==> config.mk <==
export PLATFORM = sky130hd
export DESIGN_NAME = flag_irq_ctrl
export DESIGN_NICKNAME = d
export VERILOG_FILES = /design/src/rtl/flag_irq_pkg.sv /design/src/rtl/flag_init_seq.sv /design/src/rtl/flag_latch.sv /design/src/rtl/flag_irq_ctrl.sv
export SDC_FILE = /design/constraint.sdc
export NUM_CORES = 1
export LEC_CHECK = 0
export BUFFER_PORTS_ARGS = -buffer_cell sky130_fd_sc_hd__buf_2
export CAP_MARGIN = 20
export CORE_UTILIZATION = 57
export CTS_CLUSTER_DIAMETER = 50
export DETAILED_ROUTE_END_ITERATION = 12
export PLACE_DENSITY = 0.91
export SKIP_LAST_GASP = 1
export SYNTH_ARGS = -nofsm -noshare
export SYNTH_HDL_FRONTEND = slang
export SYNTH_HIERARCHICAL = 1
export SYNTH_SLANG_ARGS = --single-unit
==> constraint.sdc <==
create_clock -name clk -period 2.6 [get_ports clk]
set_clock_uncertainty 0.05 [all_clocks]
set_input_delay 0.13 -clock clk [delete_from_list [all_inputs] [get_ports clk]]
set_output_delay 0.13 -clock clk [all_outputs]
set_load 0.005 [all_outputs]
==> src/rtl/flag_irq_pkg.sv <==
package flag_irq_pkg;
    localparam int FB          = 3;   // number of flag bytes
    localparam int STATUS_ADDR = 2;
    localparam int FLAG_BASE   = 3;

    typedef logic [FB-1:0][7:0] fbytes_t;

    function automatic logic [7:0] valid_bits(input int idx);
        return (idx == 1) ? 8'h0F : 8'hFF;
    endfunction

    function automatic fbytes_t all_valid();
        fbytes_t v;
        for (int i = 0; i < FB; i++) v[i] = valid_bits(i);
        return v;
    endfunction
endpackage

==> src/rtl/flag_init_seq.sv <==
module flag_init_seq #(
    parameter int INIT_CYCLES = 16
) (
    input  logic clk,
    input  logic rst_n,
    output logic dnr,
    output logic done_pulse
);
    localparam int CW = $clog2(INIT_CYCLES + 1);

    typedef struct packed {
        logic [CW-1:0] cnt;
        logic          dnr;
    } seq_t;

    seq_t seq_d, seq_q;

    always_comb begin
        seq_d      = seq_q;
        done_pulse = 1'b0;
        if (seq_q.dnr) begin
            if (seq_q.cnt == CW'(INIT_CYCLES - 1)) begin
                seq_d.dnr  = 1'b0;
                done_pulse = 1'b1;
            end else begin
                seq_d.cnt = seq_q.cnt + 1'b1;
            end
        end
    end

    always_ff @(posedge clk) begin
        if (!rst_n) begin
            seq_q.cnt <= '0;
            seq_q.dnr <= 1'b1;
        end else begin
            seq_q <= seq_d;
        end
    end

    assign dnr = seq_q.dnr;
endmodule

==> src/rtl/flag_latch.sv <==
module flag_latch #(
    parameter int W = 8
) (
    input  logic         clk,
    input  logic         rst_n,
    input  logic [W-1:0] ev,
    input  logic         clr,
    output logic [W-1:0] flags
);
    logic [W-1:0] flags_d, flags_q;

    // a clearing read drops the returned bits; a coincident event re-sets them
    always_comb begin
        flags_d = (clr ? '0 : flags_q) | ev;
    end

    always_ff @(posedge clk) begin
        if (!rst_n) flags_q <= '0;
        else        flags_q <= flags_d;
    end

    assign flags = flags_q;
endmodule

==> src/rtl/flag_irq_ctrl.sv <==
module flag_irq_ctrl
    import flag_irq_pkg::*;
#(
    parameter int ADDR_W      = 8,
    parameter int INIT_CYCLES = 16,
    parameter int MASK_BASE   = 100
) (
    input  logic              clk,
    input  logic              rst_n,
    input  logic [3:0]        rx_los_ev,
    input  logic [3:0]        tx_los_ev,
    input  logic [3:0]        tx_fault_ev,
    input  logic [7:0]        mon_ev,
    input  logic [ADDR_W-1:0] host_addr,
    input  logic              rd_en,
    input  logic              wr_en,
    input  logic [7:0]        wr_data,
    output logic [7:0]        rd_data,
    output logic              rd_valid,
    output logic              int_n
);
    typedef struct packed {
        fbytes_t    mask;
        logic       rdy;
        logic       rd_valid;
        logic [7:0] rd_data;
    } ctl_t;

    ctl_t    ctl_d, ctl_q;
    fbytes_t ev_byte;
    fbytes_t flag_q;
    fbytes_t mask_q;
    logic [FB-1:0] clr_byte;
    logic    dnr_q;
    logic    rdy_pulse;
    logic    rdy_q;
    logic    irq;

    assign ev_byte[0] = {tx_los_ev, rx_los_ev};
    assign ev_byte[1] = {4'b0000, tx_fault_ev};
    assign ev_byte[2] = mon_ev;

    flag_init_seq #(.INIT_CYCLES(INIT_CYCLES)) u_init (
        .clk        (clk),
        .rst_n      (rst_n),
        .dnr        (dnr_q),
        .done_pulse (rdy_pulse)
    );

    for (genvar g = 0; g < FB; g++) begin : g_bank
        assign clr_byte[g] = rd_en && (host_addr == ADDR_W'(FLAG_BASE + g));
        flag_latch #(.W(8)) u_flags (
            .clk   (clk),
            .rst_n (rst_n),
            .ev    (ev_byte[g]),
            .clr   (clr_byte[g]),
            .flags (flag_q[g])
        );
    end

    assign mask_q = ctl_q.mask;
    assign rdy_q  = ctl_q.rdy;
    assign irq    = (|(flag_q & ~mask_q)) | rdy_q;

    always_comb begin
        ctl_d          = ctl_q;
        ctl_d.rd_valid = rd_en;
        ctl_d.rd_data  = '0;
        if (rd_en) begin
            if (host_addr == ADDR_W'(STATUS_ADDR)) begin
                ctl_d.rd_data = {6'b0, irq, dnr_q};
                ctl_d.rdy     = 1'b0;
            end
            for (int i = 0; i < FB; i++) begin
                if (host_addr == ADDR_W'(FLAG_BASE + i)) ctl_d.rd_data = flag_q[i];
                if (host_addr == ADDR_W'(MASK_BASE + i)) ctl_d.rd_data = ctl_q.mask[i];
            end
        end
        if (wr_en) begin
            for (int i = 0; i < FB; i++) begin
                if (host_addr == ADDR_W'(MASK_BASE + i))
                    ctl_d.mask[i] = wr_data & valid_bits(i);
            end
        end
        if (rdy_pulse) ctl_d.rdy = 1'b1;
    end

    always_ff @(posedge clk) begin
        if (!rst_n) ctl_q <= '0;
        else        ctl_q <= ctl_d;
    end

    assign rd_data  = ctl_q.rd_data;
    assign rd_valid = ctl_q.rd_valid;
    assign int_n    = ~irq;
endmodule

## Word level (Yosys, flattened, before mapping)

Cells that the tools add are included.

- $add $sub $neg: 1
- Eq/ne operators: 8
- Mux-type cells: 17
- Bitwise operators: 8
- Reductions and logical operators: 12

Operators with widths:

| operator | number |
|---|---|
| 2-to-1 mux 8 bit | 9 |
| bitwise AND 24 bit | 1 |
| == test 8 x 7 -> 1 bit (second input constant) | 3 |
| NOT 24 bit | 1 |
| OR reduction 24 bit | 1 |
| == test 8 x 2 -> 1 bit (second input constant) | 2 |
| == test 8 x 3 -> 1 bit (second input constant) | 2 |
| bitwise OR 8 bit | 2 |
| AND reduction 2 bit | 6 |
| bitwise OR 8 x 4 -> 8 bit | 1 |
| 2-to-1 mux 1 bit | 7 |
| adder 5 x 1 -> 5 bit (second input constant) | 1 |
| == test 5 x 4 -> 1 bit (second input constant) | 1 |
| nonzero test 2 bit | 2 |
| logical AND 1 bit | 3 |
| 2-to-1 mux 2 bit | 1 |
| NOT 1 bit | 2 |
| bitwise OR 1 bit | 1 |

- Register bits after elaboration: 60
- Input bits: 40
- Output and inout port bits: 10
- Logic and storage cells: 57

## Depth between registers and ports, before layout

- Depth in word-level cells: 11
- Mapped depth: 7
- Depth with buffers taken out: 6

## Cells and area by module

The synthesis kept the hierarchy.

Modules (own cells, without submodules):

| module | times used | cells each | area each (um2) | seq. area each (um2) |
|---|---|---|---|---|
| flag_irq_ctrl | 1 | 215 | 1776.7 | 600.6 |
| flag_latch | 3 | 25 | 275.3 | 160.2 |
| flag_init_seq | 1 | 27 | 304.0 | 120.1 |

## Worst setup path after synthesis

No wires, ideal clock.

- Path type: input-to-reg
- From: input port host_addr[7]
- To: register g_bank[2].u_flags.flags_q[0]
- Setup time: 0.115 ns
- Arrival: 1.606 ns
- Required time: 2.435 ns
- Path slack: 0.829 ns
- Cell stages on the path: 6
- Buffers on the path: 1
- Cells stage by stage: or4_1 -> buf_2 -> nor2_1 -> and2_1 -> nor2b_1 -> o21a_1

- Longest elaborated chain between the ends: 4

RTL lines:

| item | line | source |
|---|---|---|
| start, declared | flag_irq_ctrl.sv:14 | `input logic [ADDR_W-1:0] host_addr,` |
| == test 8 x 3 -> 1 bit | flag_irq_ctrl.sv:51 | `assign clr_byte[g] = rd_en && (host_addr == ADDR_W'(FLAG_BASE + g));` |
| logical AND 1 bit | flag_irq_ctrl.sv:51 |  |
| via clr_byte[2] | flag_irq_ctrl.sv:33 | `logic [FB-1:0] clr_byte;` |
| 2-to-1 mux 8 bit | flag_latch.sv:14 | `flags_d = (clr ? '0 : flags_q) \| ev;` |
| bitwise OR 8 bit | flag_latch.sv:14 |  |
| end signal, assigned | flag_latch.sv:19 | `else flags_q <= flags_d;` |
| end, declared | flag_latch.sv:10 | `logic [W-1:0] flags_d, flags_q;` |

The timed path passes the listed nets, and every way through them passes these cells.
A chain may end at the register's enable or synchronous reset.

## Final worst setup path

- From: register g_bank[1].u_flags.flags_q[4]
- To: output port int_n

- Longest elaborated chain between the ends: 4

RTL lines:

| item | line | source |
|---|---|---|
| start, declared | flag_latch.sv:10 |  |
| start signal, assigned | flag_latch.sv:19 |  |
| bitwise AND 24 bit | flag_irq_ctrl.sv:63 | `assign irq = (\|(flag_q & ~mask_q)) \| rdy_q;` |
| OR reduction 24 bit | flag_irq_ctrl.sv:63 |  |
| bitwise OR 1 bit | flag_irq_ctrl.sv:63 |  |
| NOT 1 bit | flag_irq_ctrl.sv:95 | `assign int_n = ~irq;` |
| end, declared | flag_irq_ctrl.sv:20 | `output logic int_n` |

Every way passes these cells.

==> impl_summary.log <==
INFO  metric post_route_cells_drive_above_1_share = 0.206
INFO  metric grt_setup_unrepaired = false
INFO  metric fp.coreArea = 4820 um^2
INFO  metric insertion_delay = approximately 340 ps
INFO  metric power.density_cell_area = 572 nW/um^2
INFO  metric worst-slew-pin-transition = roughly 590 ps
INFO  metric multiInputGateArea = around 1500 um^2
INFO  metric total_negative_slack = 0 ps
INFO  metric io_pins = 50
INFO  metric detailedRoute.firstPassIterationCount = 6
INFO  metric maxUsedRoutingLayer = met4
INFO  metric critical-path-slowest-cell = sky130_fd_sc_hd__or4_1
INFO  metric final_cell_count_no_fill = 456
INFO  metric wl_met2 = 3520 um
INFO  metric cts.clk_slew.worst_paths = 70 ps
INFO  metric drcViolationCount = 0
INFO  metric floorplan.rows = 25
INFO  metric headroom_to_the_max_slew_limit = 0.604
INFO  metric wl_per_cell = 16.7 um
INFO  metric fmaxAchievable = between 400 and 500 MHz
INFO  metric crit_top_cell = sky130_fd_sc_hd__nor3_1
INFO  metric place_inst = roughly 420
INFO  metric die_area = ~5400 um^2
INFO  metric type_of_the_setup_path_with_the_least_slack = reg -> out
INFO  metric routed_via_count = approximately 2600
INFO  metric async_reset_ff_frac = 0
INFO  metric whs_endpoint = ctl_q[16]
INFO  metric ff2ff_setup_slack = about 870 ps
INFO  metric finalSetupViolations = 0
INFO  metric worstHoldStart = wr_data[6]
INFO  metric via_density_per_instance = just under 6
INFO  metric synth.avg_cell_area = ~9.2 um^2
INFO  metric max_stage_delay = about 540 ps
INFO  metric power.ir.vdd_worst = around 0.32 mV
INFO  metric worstPathArrival = 1860 ps
INFO  metric power.combinational.fraction = 0.094
INFO  metric timing.final.hold_violations = 0
INFO  metric cp_max_fo = 3
INFO  metric crit_required = 2420 ps
INFO  metric numClockSinks = 60
INFO  metric clockRootBuffer = sky130_fd_sc_hd__clkbuf_8
INFO  metric synth-seq-area-share = 0.413
INFO  metric yosysUniqueCellTypes = 57
INFO  metric area_delta_synth_final = 22.0%
INFO  metric syn_area = about 2900 um^2
INFO  metric post-route-period-util = 0.784
INFO  metric cts_tree = done
INFO  metric finalWeightedCongestion = around 0.96
INFO  metric global_route.usage.total = 0.313
INFO  metric clock_power_share = 0.422
INFO  metric swShare = 0.237
INFO  metric start_util = 0.603
INFO  metric critical_path.reg2reg.startpoint = u_init/dnr
INFO  metric synth-edff-count = 0
INFO  metric regToRegEndpoint = rd_data[0]
INFO  metric crit_chain = or4_1 -> nor3_1 -> nand4_1 -> nor3_1 -> buf_2
INFO  metric worst_r2r_path_depth = 5
INFO  metric cts_made_buffers = 9
INFO  metric timing.final.crit_period = between 2000 and 2500 ps
INFO  metric fillerInstances = 377
INFO  metric critPathLaunchType = register
INFO  metric grt_first_pass_wirelength = around 12000 um
INFO  metric antenna-diode-count = 0
INFO  metric report.final.slew_viol_count = 0
INFO  metric route.final.wire_length = roughly 7600 um
INFO  metric switchingPower = roughly 0.48 mW
INFO  metric drt-met1-wl = ~3200 um
INFO  metric run_status = completed
INFO  metric netlist_instances = about 320
INFO  metric synth-main-ff-cell = sky130_fd_sc_hd__dfxtp_1
INFO  metric power_report.internal_total = approximately 1.5 mW
INFO  metric place_hpwl = 5020 um
INFO  metric antenna_violating_nets_post_route = 0
INFO  metric clock_tree.htree_level_count = 3
INFO  metric synth_warnings = 6
INFO  metric port_buffers = a little under 50
INFO  metric postSynthRegisterBits = 60
INFO  metric worst_setup_path_end_kind = output pin
INFO  metric cts.path.max_buffers = 2
INFO  metric cts-resized-gates = 0
INFO  metric power.sequential.fraction = 0.484
INFO  metric leakagePower = around 1.4 nW
INFO  metric grt-ovfl-total = 0
INFO  metric min_path_type = in -> reg
INFO  metric hold-path-cell-count = 3
INFO  metric first_global_vias = between 2000 and 3000
INFO  metric detail_route.iter0.violations = 231
INFO  metric die_x = ~73 um
INFO  metric layout.nets = 426
INFO  metric grt_start_max_net_pins = 39
INFO  metric area.sequential = between 1000 and 1500 um^2
INFO  metric timing.max_cap.violations = 0
INFO  metric antenna_found_initial = 0
INFO  metric die_height = about 73 um
INFO  metric wl_met3 = 625 um
state kept, by name (all words and copies together) (netlist names):
name	count
g_bank.u_flags/flags	24
ctl_q	20
rd_data	8
u_init/seq_q	5
rd_valid	1
rdy_q	1
u_init/dnr	1
metal layers:
metal,vias to the layer above,track usage
met5,-,0
met4,0,0.156
met3,28,0.106
met2,138,0.499
met1,1219,0.379
li1,1255,-
power by group through the flow:
stage / logic [mW] / registers (mW) / clock network [mW]
floorplan: 0.0996 / 0.989 / 0
global placement: 0.154 / 0.998 / 0
detailed placement: 0.158 / 0.999 / 0
CTS: 0.183 / 0.979 / 0.857
global route: 0.206 / 0.982 / 0.905
finish: 0.190 / 0.981 / 0.856
Yosys cell counts, types with 2 or more instances:
library cell / instances / share of area
sky130_fd_sc_hd__a211o_1: 4 / 0.012
sky130_fd_sc_hd__or4b_1: 2 / 0.0069
sky130_fd_sc_hd__nand3_1: 21 / 0.036
sky130_fd_sc_hd__dfxtp_1: 60 / 0.41
sky130_fd_sc_hd__o31ai_1: 2 / 0.0052
sky130_fd_sc_hd__nor2_1: 3 / 0.0039
sky130_fd_sc_hd__ha_1: 2 / 0.0086
sky130_fd_sc_hd__and2_2: 2 / 0.0052
sky130_fd_sc_hd__inv_1: 13 / 0.017
sky130_fd_sc_hd__and3_1: 2 / 0.0043
sky130_fd_sc_hd__buf_6: 2 / 0.0077
sky130_fd_sc_hd__a221oi_1: 4 / 0.012
sky130_fd_sc_hd__nor3_1: 5 / 0.0086
sky130_fd_sc_hd__nand2b_1: 3 / 0.0065
sky130_fd_sc_hd__a2111oi_0: 3 / 0.0090
sky130_fd_sc_hd__o21ai_0: 5 / 0.0086
sky130_fd_sc_hd__clkbuf_8: 2 / 0.0095
sky130_fd_sc_hd__or4_1: 2 / 0.0052
sky130_fd_sc_hd__mux2i_1: 2 / 0.0069
sky130_fd_sc_hd__a21boi_0: 20 / 0.052
sky130_fd_sc_hd__and2_1: 4 / 0.0086
sky130_fd_sc_hd__buf_4: 8 / 0.021
sky130_fd_sc_hd__clkbuf_1: 6 / 0.0077
sky130_fd_sc_hd__nor2b_1: 35 / 0.075
sky130_fd_sc_hd__a31oi_1: 2 / 0.0043
sky130_fd_sc_hd__a22oi_1: 7 / 0.018
sky130_fd_sc_hd__clkbuf_2: 3 / 0.0052
sky130_fd_sc_hd__nor4_1: 2 / 0.0043
sky130_fd_sc_hd__a21oi_1: 10 / 0.017
sky130_fd_sc_hd__nand2_1: 29 / 0.037
sky130_fd_sc_hd__o21a_1: 25 / 0.065
sky130_fd_sc_hd__a222oi_1: 2 / 0.0069
area by class of cell:
type	count	share of cell area
well taps	67	0.0236
multi-input cells	225	0.427
clock buffers	12	0.0438
inverters	13	0.0138
flip-flops and latches	60	0.339
clock inverters	4	0.0134
repair buffers	75	0.139
cells in the final DEF (no fill, tap or decap), types with 3 or more instances in the layout:
cell type                       netlist  routed
sky130_fd_sc_hd__a2111oi_0            3       3
sky130_fd_sc_hd__a211o_1              4       4
sky130_fd_sc_hd__a21boi_0            20      20
sky130_fd_sc_hd__a21oi_1             10      10
sky130_fd_sc_hd__a221oi_1             4       4
sky130_fd_sc_hd__a22oi_1              7       7
sky130_fd_sc_hd__and2_1               4       4
sky130_fd_sc_hd__buf_2                1      49
sky130_fd_sc_hd__buf_4                8       5
sky130_fd_sc_hd__clkbuf_8             2      11
sky130_fd_sc_hd__conb_1               1       4
sky130_fd_sc_hd__dfxtp_1             60      60
sky130_fd_sc_hd__dlygate4sd3_1        0      21
sky130_fd_sc_hd__inv_1               13      13
sky130_fd_sc_hd__nand2_1             29      29
sky130_fd_sc_hd__nand2b_1             3       3
sky130_fd_sc_hd__nand3_1             21      21
sky130_fd_sc_hd__nor2_1               3       3
sky130_fd_sc_hd__nor2b_1             35      35
sky130_fd_sc_hd__nor3_1               5       5
sky130_fd_sc_hd__o21a_1              25      25
sky130_fd_sc_hd__o21ai_0              5       5
critical path: cells and delay by family (launching register included):
family,cells,cell delay [ps]
flops,1,320
buf+inv,1,160
simple gates,4,1040
cell families (layout without fill, tap and decap cells):
logic type / Yosys count / in the layout / share of synthesized area
and+or+nand+nor: 122 / 122 / 0.258
xor gates and xnor gates: 2 / 2 / 0.00603
other: 1 / 4 / 0.00129
DFF: 60 / 60 / 0.413
muxes: 3 / 3 / 0.0108
AOI/OAI and AO/OA: 92 / 92 / 0.233
adders and majority gates: 2 / 2 / 0.00861
buffers and inverters: 35 / 104 / 0.0693
worst max-delay path by stage:
stage | startpoint | endpoint | slack [ps] | cells after the start
finish | g_bank[1].u_flags/flags[4] | int_n | 560 | 5
global route | rdy_q | int_n | 450 | 5
CTS | rdy_q | int_n | 570 | 5
detailed placement | host_addr[3] | g_bank[1].u_flags/flags[6] | 340 | 6
global placement | host_addr[3] | g_bank[1].u_flags/flags[3] | 350 | 6
floorplan | host_addr[7] | g_bank[2].u_flags/flags[0] | 830 | 6
metrics by stage:
| step | hold slack, ps | area (um^2) | util | worst slack [ps] | total power, mW |
|---|---|---|---|---|---|
| global placement | 287 | 3130 | 0.650 | 346 | 1.15 |
| global route | 22.0 | 3540 | 0.736 | 453 | 2.09 |
| CTS | 3.89 | 3540 | 0.736 | 571 | 2.02 |
| finish | 14.3 | 3540 | 0.736 | 562 | 2.03 |
| detailed placement | 293 | 3130 | 0.650 | 342 | 1.16 |
| floorplan | 153 | 2920 | - | 829 | 1.09 |
repair_timing:
item | in CTS | in global routing
hold buffers | 21 | 0
buffers inserted | 0 | 0
hold endpoints to repair | 21 | 0
No activity file was read; power rests on OpenSTA's default activity.
